[src/rtl/rs485_tx_pkg.sv]
package rs485_tx_pkg;
    typedef enum logic [1:0] {
        TX_IDLE  = 2'd0,
        TX_START = 2'd1,
        TX_DATA  = 2'd2,
        TX_STOP  = 2'd3
    } tx_phase_e;
endpackage

[src/rtl/tx_fifo.sv]
module tx_fifo #(
    parameter int DEPTH = 16,
    parameter int WIDTH = 8
) (
    input  logic             clk,
    input  logic             rst_n,
    input  logic             push,
    input  logic [WIDTH-1:0] din,
    input  logic             pop,
    output logic [WIDTH-1:0] dout,
    output logic             empty,
    output logic             full,
    output logic             overflow
);
    localparam int AW = (DEPTH > 1) ? $clog2(DEPTH) : 1;
    localparam int CW = $clog2(DEPTH + 1);

    typedef struct packed {
        logic [AW-1:0] rd;
        logic [AW-1:0] wr;
        logic [CW-1:0] cnt;
        logic          ovf;
    } fifo_st_t;

    fifo_st_t q, d;
    logic [WIDTH-1:0] mem [DEPTH];
    logic do_push, do_pop;

    function automatic logic [AW-1:0] ptr_inc(input logic [AW-1:0] p);
        return (p == AW'(DEPTH - 1)) ? '0 : p + 1'b1;
    endfunction

    assign empty    = (q.cnt == '0);
    assign full     = (q.cnt == CW'(DEPTH));
    assign do_push  = push && !full;
    assign do_pop   = pop && !empty;
    assign dout     = mem[q.rd];
    assign overflow = q.ovf;

    always_comb begin
        d     = q;
        d.ovf = push && full;
        if (do_push) d.wr = ptr_inc(q.wr);
        if (do_pop)  d.rd = ptr_inc(q.rd);
        case ({do_push, do_pop})
            2'b10:   d.cnt = q.cnt + 1'b1;
            2'b01:   d.cnt = q.cnt - 1'b1;
            default: d.cnt = q.cnt;
        endcase
    end

    always_ff @(posedge clk or negedge rst_n) begin
        if (!rst_n) q <= '0;
        else        q <= d;
    end

    always_ff @(posedge clk) begin
        if (do_push) mem[q.wr] <= din;
    end

    p_count_bound_r8: assert property (@(posedge clk) disable iff (!rst_n)
        q.cnt <= CW'(DEPTH));
    p_full_drop_r8: assert property (@(posedge clk) disable iff (!rst_n)
        (push && full && !pop) |=> full);
    p_ovf_single_r8: assert property (@(posedge clk) disable iff (!rst_n)
        (overflow && !$past(push)) |-> 1'b0);
endmodule

[src/rtl/tx_shifter.sv]
module tx_shifter
    import rs485_tx_pkg::*;
#(
    parameter int DATA_BITS = 8
) (
    input  logic                 clk,
    input  logic                 rst_n,
    input  logic                 baud_tick,
    input  logic                 q_empty,
    input  logic [DATA_BITS-1:0] q_data,
    output logic                 q_pop,
    output logic                 txd,
    output logic                 busy
);
    localparam int BCW = (DATA_BITS > 1) ? $clog2(DATA_BITS) : 1;

    typedef struct packed {
        tx_phase_e            phase;
        logic [DATA_BITS-1:0] sh;
        logic [BCW-1:0]       idx;
    } sh_st_t;

    sh_st_t q, d;

    assign q_pop = baud_tick && !q_empty &&
                   (q.phase == TX_IDLE || q.phase == TX_STOP);
    assign busy  = (q.phase != TX_IDLE);

    always_comb begin
        case (q.phase)
            TX_START: txd = 1'b0;
            TX_DATA:  txd = q.sh[0];
            default:  txd = 1'b1;
        endcase
    end

    always_comb begin
        d = q;
        if (baud_tick) begin
            case (q.phase)
                TX_IDLE: begin
                    if (q_pop) begin
                        d.phase = TX_START;
                        d.sh    = q_data;
                    end
                end
                TX_START: begin
                    d.phase = TX_DATA;
                    d.idx   = '0;
                end
                TX_DATA: begin
                    d.sh  = q.sh >> 1;
                    d.idx = q.idx + 1'b1;
                    if (q.idx == BCW'(DATA_BITS - 1)) d.phase = TX_STOP;
                end
                TX_STOP: begin
                    if (q_pop) begin
                        d.phase = TX_START;
                        d.sh    = q_data;
                    end else begin
                        d.phase = TX_IDLE;
                    end
                end
                default: d.phase = TX_IDLE;
            endcase
        end
    end

    always_ff @(posedge clk or negedge rst_n) begin
        if (!rst_n) q <= '{phase: TX_IDLE, sh: '0, idx: '0};
        else        q <= d;
    end

    p_txd_hold_r7: assert property (@(posedge clk) disable iff (!rst_n)
        !baud_tick |=> $stable(txd));
    p_start_bit_r7: assert property (@(posedge clk) disable iff (!rst_n)
        q_pop |=> (txd == 1'b0));
    p_pop_source_r8: assert property (@(posedge clk) disable iff (!rst_n)
        q_pop |-> !q_empty);
endmodule

[src/rtl/rts_select.sv]
module rts_select (
    input  logic auto_dir_en,
    input  logic rts_invert,
    input  logic hwfc_en,
    input  logic rts_manual,
    input  logic rts_flow_req,
    input  logic tx_active,
    output logic rts_n
);
    always_comb begin
        if (auto_dir_en)  rts_n = rts_invert ? tx_active : !tx_active;
        else if (hwfc_en) rts_n = !rts_flow_req;
        else              rts_n = !rts_manual;
    end
endmodule

[src/rtl/rs485_dir_tx.sv]
module rs485_dir_tx #(
    parameter int FIFO_DEPTH = 16,
    parameter int DATA_BITS  = 8
) (
    input  logic                 clk,
    input  logic                 rst_n,
    input  logic                 wr_en,
    input  logic [DATA_BITS-1:0] wr_data,
    input  logic                 baud_tick,
    input  logic                 auto_dir_en,
    input  logic                 rts_invert,
    input  logic                 hwfc_en,
    input  logic                 rts_manual,
    input  logic                 rts_flow_req,
    output logic                 txd,
    output logic                 rts_n,
    output logic                 overflow
);
    logic [DATA_BITS-1:0] q_data;
    logic q_empty, q_full, q_pop, sh_busy, tx_active;

    tx_fifo #(.DEPTH(FIFO_DEPTH), .WIDTH(DATA_BITS)) u_fifo (
        .clk(clk), .rst_n(rst_n), .push(wr_en), .din(wr_data), .pop(q_pop),
        .dout(q_data), .empty(q_empty), .full(q_full), .overflow(overflow)
    );

    tx_shifter #(.DATA_BITS(DATA_BITS)) u_shift (
        .clk(clk), .rst_n(rst_n), .baud_tick(baud_tick), .q_empty(q_empty),
        .q_data(q_data), .q_pop(q_pop), .txd(txd), .busy(sh_busy)
    );

    assign tx_active = !q_empty || sh_busy;

    rts_select u_rts (
        .auto_dir_en(auto_dir_en), .rts_invert(rts_invert), .hwfc_en(hwfc_en),
        .rts_manual(rts_manual), .rts_flow_req(rts_flow_req),
        .tx_active(tx_active), .rts_n(rts_n)
    );

    p_auto_hold_r4: assert property (@(posedge clk) disable iff (!rst_n)
        (auto_dir_en && !rts_invert && !q_empty) |-> !rts_n);
    p_auto_release_r5: assert property (@(posedge clk) disable iff (!rst_n)
        (auto_dir_en && !rts_invert && q_empty && !sh_busy) |-> rts_n);
    p_flow_wins_r1: assert property (@(posedge clk) disable iff (!rst_n)
        (!auto_dir_en && hwfc_en) |-> (rts_n == !rts_flow_req));
    p_manual_r2: assert property (@(posedge clk) disable iff (!rst_n)
        (!auto_dir_en && !hwfc_en) |-> (rts_n == !rts_manual));
    p_invert_r6: assert property (@(posedge clk) disable iff (!rst_n)
        (auto_dir_en && rts_invert && sh_busy) |-> rts_n);
    p_write_assert_r3: assert property (@(posedge clk) disable iff (!rst_n)
        (auto_dir_en && !rts_invert && wr_en && !q_full &&
         $stable(auto_dir_en) && $stable(rts_invert)) |=> !rts_n);
endmodule

[config.mk]
export PLATFORM = sky130hd
export DESIGN_NAME = rs485_dir_tx
export DESIGN_NICKNAME = d
export VERILOG_FILES = /design/src/rtl/rs485_tx_pkg.sv /design/src/rtl/tx_fifo.sv /design/src/rtl/tx_shifter.sv /design/src/rtl/rts_select.sv /design/src/rtl/rs485_dir_tx.sv
export SDC_FILE = /design/constraint.sdc
export NUM_CORES = 1
export LEC_CHECK = 0
export BUFFER_PORTS_ARGS = -buffer_cell sky130_fd_sc_hd__buf_2
export CORE_AREA = 3 3 128 130
export DETAILED_ROUTE_END_ITERATION = 10
export DIE_AREA = 0 0 131 133
export GPL_TIMING_DRIVEN = 1
export PLACE_DENSITY = 0.67
export SKIP_CTS_REPAIR_TIMING = 1
export SYNTH_ARGS = -nofsm -noshare
export SYNTH_HDL_FRONTEND = slang
export SYNTH_HIERARCHICAL = 1
export SYNTH_SLANG_ARGS = --single-unit
[constraint.sdc]
create_clock -name clk -period 3 [get_ports clk]
set_clock_uncertainty 0.15 [all_clocks]
set_input_delay 0.6 -clock clk [delete_from_list [all_inputs] [get_ports clk]]
set_output_delay 0.6 -clock clk [all_outputs]
set_load 0.02 [all_outputs]
==> qor.csv, run 1 <==
stage;metric;value;unit
outcome;status;finished clean;
pwr;ir_drop;0.000473;V
global_routing;grt_pass1_vias;3468;
critical_path;crit_start;u_fifo/q[2];
die;initial_core_util;43.3;%
clock_network;clkLatencyLatePin;0.42;ns
clock_network;clkTransAtPathRegs;0.06;ns
place;gp_congestion;0.801;
global_routing;grt_usage;15.7;%
die;dieWidth;131;um
finish;final_cell_area;7710;sq um
finish;final_nets;462;
critical_path;critPathLaunchType;register;
timing;setup_viol;0;
clock_network;clockRootBuffer;clkbuf_16;
yosys;ys.warnings.count;6;
critical_path;crit_arrival;2.12;ns
critical_path;critPathMaxFanout;6;
die;core_area;15300;sq um
critical_path;r2r-end;u_fifo/q[5];
finish;drive_gt1_share;28.7;%
pwr;p_leak;0.00280;uW
pwr;switching_power;2510;uW
clock_network;clock_sinks;155;
worst_hold_path;worst_hold_path_type;input port to async pin;
timing;max_freq;348;MHz
routing;vias_per_cell;5.36;
critical_path;crit_path_end_kind;primary output;
pwr;switching_share;32.5;%
global_routing;grt_antenna_before_repair;0;
place;dp_cells;621;
timing;relSlewSlack;48.5;%
yosys;synth_fp_nets;415;
routing;vias;3499;
timing;hold_viol;0;
critical_path;reg2reg_depth;10;
timing;final.setup.tns;0;ns
yosys;synthCells;382;
critical_path;setup.worst_path.class;register to primary output;
clock_network;h-tree-depth;4;
routing;avgRoutedWirePerCell;19.9;um
die;dieArea;17400;sq um
routing;wirelength;13000;um
die;dieHeight;133;um
place;placed_area;7090;sq um
timing;fin_crit;2.87;ns
clock_network;clock_path_buffers;2;
pwr;power_frac_comb;33.9;%
pwr;seq_power_share;38.0;%
routing;ant_nets;0;
clock_network;numCtsBuffers;17;
pwr;clock_power_share;28.1;%
routing;drt_iter0_drc;335;
yosys;netlist_area;6610;sq um
finish;antennaDiodeCount;0;
global_routing;grt_overflow;0;
yosys;avgSynthCellArea;17.3;sq um
critical_path;required;2.25;ns
die;rows;45;
timing;grt_setup_unrepaired;no;
place;io_buffer_count;19;
timing;drv_slew;0;
pwr;power_density;1000;nW/um^2
critical_path;regToRegSetupSlack;0.16;ns
run;drv_cap;0;
place;dp_hpwl;8520;um
finish;finalNonFillerCells;653;
die;io_pins;20;
timing;tightest_slew;0.771;ns
routing;drt_pass1_iterations;4;
clock_network;cts_tree;done;
finish;areaGrowthSynthToFinish;16.7;%
critical_path;reg2reg_from;u_fifo/q[2];
pwr;p_int;5220;uW
routing;drc;0;
timing;finalCritPeriodShare;95.8;%
global_routing;grt_max_degree;28;
global_routing;grt_first_pass_wirelength;19700;um
[worst max path at each step]
stage / end / slack, ns
floorplan: u_fifo/q[5] / 0.02
global placement: u_fifo/q[5] / 0.14
detailed placement: u_fifo/q[5] / 0.09
CTS: u_fifo/q[5] / 0.06
global route: u_fifo/q[5] / 0.003
finish: rts_n / 0.13
[state kept, by name (all words and copies together) (netlist names)]
register and flops:
u_fifo/mem 128, u_fifo/overflow 1, u_fifo/q 13, u_shift/q 13
[metrics by stage]
stage	setup slack, ns	utilization, %	hold slack, ns	power, uW
5_1_grt	0.00332	50.5	0.0924	8130
6_report	0.127	50.5	0.0492	7730
3_3_place_gp	0.142	46.5	0.320	5490
4_1_cts	0.0570	50.4	0.0544	7770
2_1_floorplan	0.0210	-	0.154	4850
3_5_place_dp	0.0875	46.5	0.331	5580
[layout make-up]
cell class	count	area, sq um
sequential	155	4520
inverter	9	33.8
timing repair buffer	46	325
fill	1239	7550
clock inverter	15	175
clock buffer	17	425
multi-input combinational	200	1960
tap	211	264
[power groups by stage]
stage | Combinational [uW] | Clock, uW | Sequential, uW
floorplan | 1990 | 0 | 2860
global placement | 2530 | 0 | 2960
detailed placement | 2600 | 0 | 2980
CTS | 2610 | 2210 | 2940
global route | 2840 | 2310 | 2980
finish | 2620 | 2170 | 2940
[routing by layer]
layer / up-vias / wire length [um] / track usage [%]
met1: 1798 / 5540 / 20.9
met2: 87 / 6480 / 24.7
met4: 0 / 150 / 4.46
li1: 1600 / - / -
met3: 14 / 800 / 5.05
met5: - / 0 / 0
[critical path: stages (launching register included)]
cell and delay, ns:
dfrtp_1 0.39, or4_4 0.57, nor2_4 0.11, buf_4 0.14, nand2b_1 0.07, xor2_1 0.14, mux2i_1 0.13, buf_4 0.16
[cell usage in the layout, fill, tap and decap left out, types with 14 or more instances in the layout]
| cell type | instances |
|---|---|
| edfxtp_1 | 128 |
| mux2i_1 | 29 |
| dfrtp_1 | 26 |
| buf_2 | 18 |
| buf_4 | 26 |
| mux4_2 | 24 |
| nand2_1 | 16 |
| nor2_1 | 15 |
| clkbuf_16 | 17 |
| ha_1 | 14 |
No activity file was read; power rests on OpenSTA's default activity.
==> run 2, diff against run 1 <==
--- a/config.mk
+++ b/config.mk
@@ -5,10 +5,11 @@
 export SDC_FILE = /design/constraint.sdc
 export NUM_CORES = 1
 export LEC_CHECK = 0
+export ABC_AREA = 1
 export BUFFER_PORTS_ARGS = -buffer_cell sky130_fd_sc_hd__buf_2
-export CORE_AREA = 3 3 128 130
+export CORE_AREA = 3 3 135 137
 export DETAILED_ROUTE_END_ITERATION = 10
-export DIE_AREA = 0 0 131 133
+export DIE_AREA = 0 0 138 140
 export GPL_TIMING_DRIVEN = 1
 export PLACE_DENSITY = 0.67
 export SKIP_CTS_REPAIR_TIMING = 1
==> qor.csv, run 2 <==
stage;metric;value;unit
die;dieWidth;138;um
clock_network;h-tree-depth;4;
critical_path;reg2reg_depth;15;
timing;setup_viol;0;
critical_path;crit_arrival;2.83;ns
clock_network;numCtsBuffers;17;
run;drv_cap;0;
die;dieArea;19300;sq um
global_routing;grt_antenna_before_repair;0;
critical_path;cpMostUsedCell;nand2_1;
critical_path;critPathMaxFanout;6;
critical_path;critical_path.slowest_cell;dfrtp_1;
critical_path;critPathLaunchType;register;
critical_path;required;3.21;ns
finish;final_cell_mix;nand2_1 (287), inv_1 (146), edfxtp_1 (128), nand3_1 (102), dfrtp_1 (26);
global_routing;grt_overflow;0;
die;dieHeight;140;um
pwr;p_leak;0.00389;uW
critical_path;regToRegSetupSlack;0.38;ns
outcome;status;finished clean;
finish;areaGrowthSynthToFinish;13.2;%
clock_network;clockRootBuffer;clkbuf_16;
die;core_area;17200;sq um
die;initial_core_util;42.6;%
global_routing;grt_usage;16.7;%
global_routing;grt_pass1_vias;4944;
routing;drt_iter0_drc;378;
yosys;ys.warnings.count;6;
yosys;synthCells;792;
clock_network;clock_path_buffers;2;
finish;utilization;48.3;%
yosys;netlist_area;7320;sq um
global_routing;grt_first_pass_wirelength;25300;um
clock_network;clkLatencyLatePin;0.43;ns
finish;antennaDiodeCount;0;
routing;ant_nets;0;
pwr;ir_drop;0.000678;V
place;io_buffer_count;19;
timing;max_freq;382;MHz
critical_path;reg2reg_from;u_shift/q[11];
timing;final.setup.tns;0;ns
timing;relSlewSlack;47.4;%
critical_path;path_cells;inv_1 -> ha_1 -> inv_1 -> nand3_2 -> inv_1 -> nand2_1 -> inv_2 -> ha_2 -> ha_1 -> or2_1 -> nand2_1 -> nand2b_1 -> nand2_1 -> nand2_1 -> nand2_1;
clock_network;clkTransAtPathRegs;0.07;ns
critical_path;critPathMaxStageDelay;0.42;ns
worst_hold_path;worst_hold_path_type;input port to async pin;
die;rows;48;
routing;drt_pass1_iterations;5;
timing;grt_setup_unrepaired;no;
yosys;avgSynthCellArea;9.24;sq um
timing;finalCritPeriodShare;87.3;%
yosys;synth_fp_nets;825;
critical_path;setup.worst_path.class;register to register;
global_routing;grt_max_degree;35;
finish;drive_gt1_share;9.48;%
routing;drc;0;
place;dp_hpwl;9580;um
finish;biggestRegsByFlops;u_fifo/mem (128), u_fifo/q (13), u_shift/q (13);
place;gp_congestion;0.816;
critical_path;r2r-end;u_fifo/q[5];
critical_path;crit_path_end_kind;register;
routing;avgRoutedWirePerCell;14.6;um
routing;vias_per_cell;4.75;
timing;hold_viol;0;
pwr;power_density;944;nW/um^2
timing;fin_crit;2.62;ns
clock_network;clock_sinks;155;
routing;vias;5024;
finish;largest_reg_flops;128;
die;io_pins;20;
finish;largest_register;u_fifo/mem;
timing;drv_slew;0;
timing;tightest_slew;0.786;ns
clock_network;cts_tree;done;
routing;wirelength;15500;um
finish;final_common_cell;nand2_1;
finish;final_nets;853;
[run 2: cell count changes in the layout (fill, tap and decap cells not counted), moves of 6 or more]
cell / delta
mux2_2: -7
a32oi_1: -8
mux2i_1: -29
mux4_2: -24
nand3_1: +99
mux2_4: -9
buf_4: -11
nand2_1: +271
inv_2: +6
inv_1: +137
nor2_1: +8
a22oi_1: -8
[run 2: layer usage]
layer	track usage [%]	up-vias	wire length, um
met5	0	-	0
met4	4.94	0	175
met3	3.76	14	694
met2	28.0	110	7390
met1	21.8	2348	7200
li1	-	2552	-
[run 2: worst max-delay path: cells and delay by family (launching register included)]
kind	cells	cell delay, ns
buffers and inverters	4	0.36
flip-flops	1	0.42
adder cells (fa/ha/maj)	3	0.88
AND/OR/NAND/NOR	8	0.76
[run 2: worst max path at each step]
stage / from / to / slack [ns]
finish: u_shift/q[11] / u_fifo/q[5] / 0.38
global route: u_shift/q[11] / u_fifo/q[4] / 0.08
CTS: u_shift/q[11] / u_fifo/q[5] / 0.30
detailed placement: u_shift/q[11] / u_fifo/q[5] / 0.32
floorplan: u_shift/q[11] / u_fifo/q[5] / 0.58
global placement: u_shift/q[11] / u_fifo/q[4] / 0.40
[run 2: final cells by class]
cell class | instances | area (sq um)
multi-input combinational | 460 | 2100
inverter | 152 | 571
clock buffer | 18 | 429
timing repair buffer | 34 | 208
clock inverter | 14 | 183
sequential | 155 | 4520
fill | 1645 | 8890
tap | 225 | 282
[run 2: metrics by stage]
step	total power [uW]	cells	hold slack, ns	area, sq um	setup WS (ns)
after floorplan	4920	792	0.154	7320	0.581
after global placement	5570	1026	0.307	7670	0.399
after detailed placement	5620	1026	0.310	7670	0.317
after CTS	7860	1058	0.0584	8290	0.302
after global routing	8410	1058	0.0899	8290	0.0775
final	7830	1058	0.0585	8290	0.382
[run 2: power by group]
part | internal, uW | switching, uW | total (uW)
Clock | 1330 | 907 | 2230
Combinational | 881 | 1840 | 2720
Sequential | 2650 | 227 | 2880
Total | 4860 | 2970 | 7830
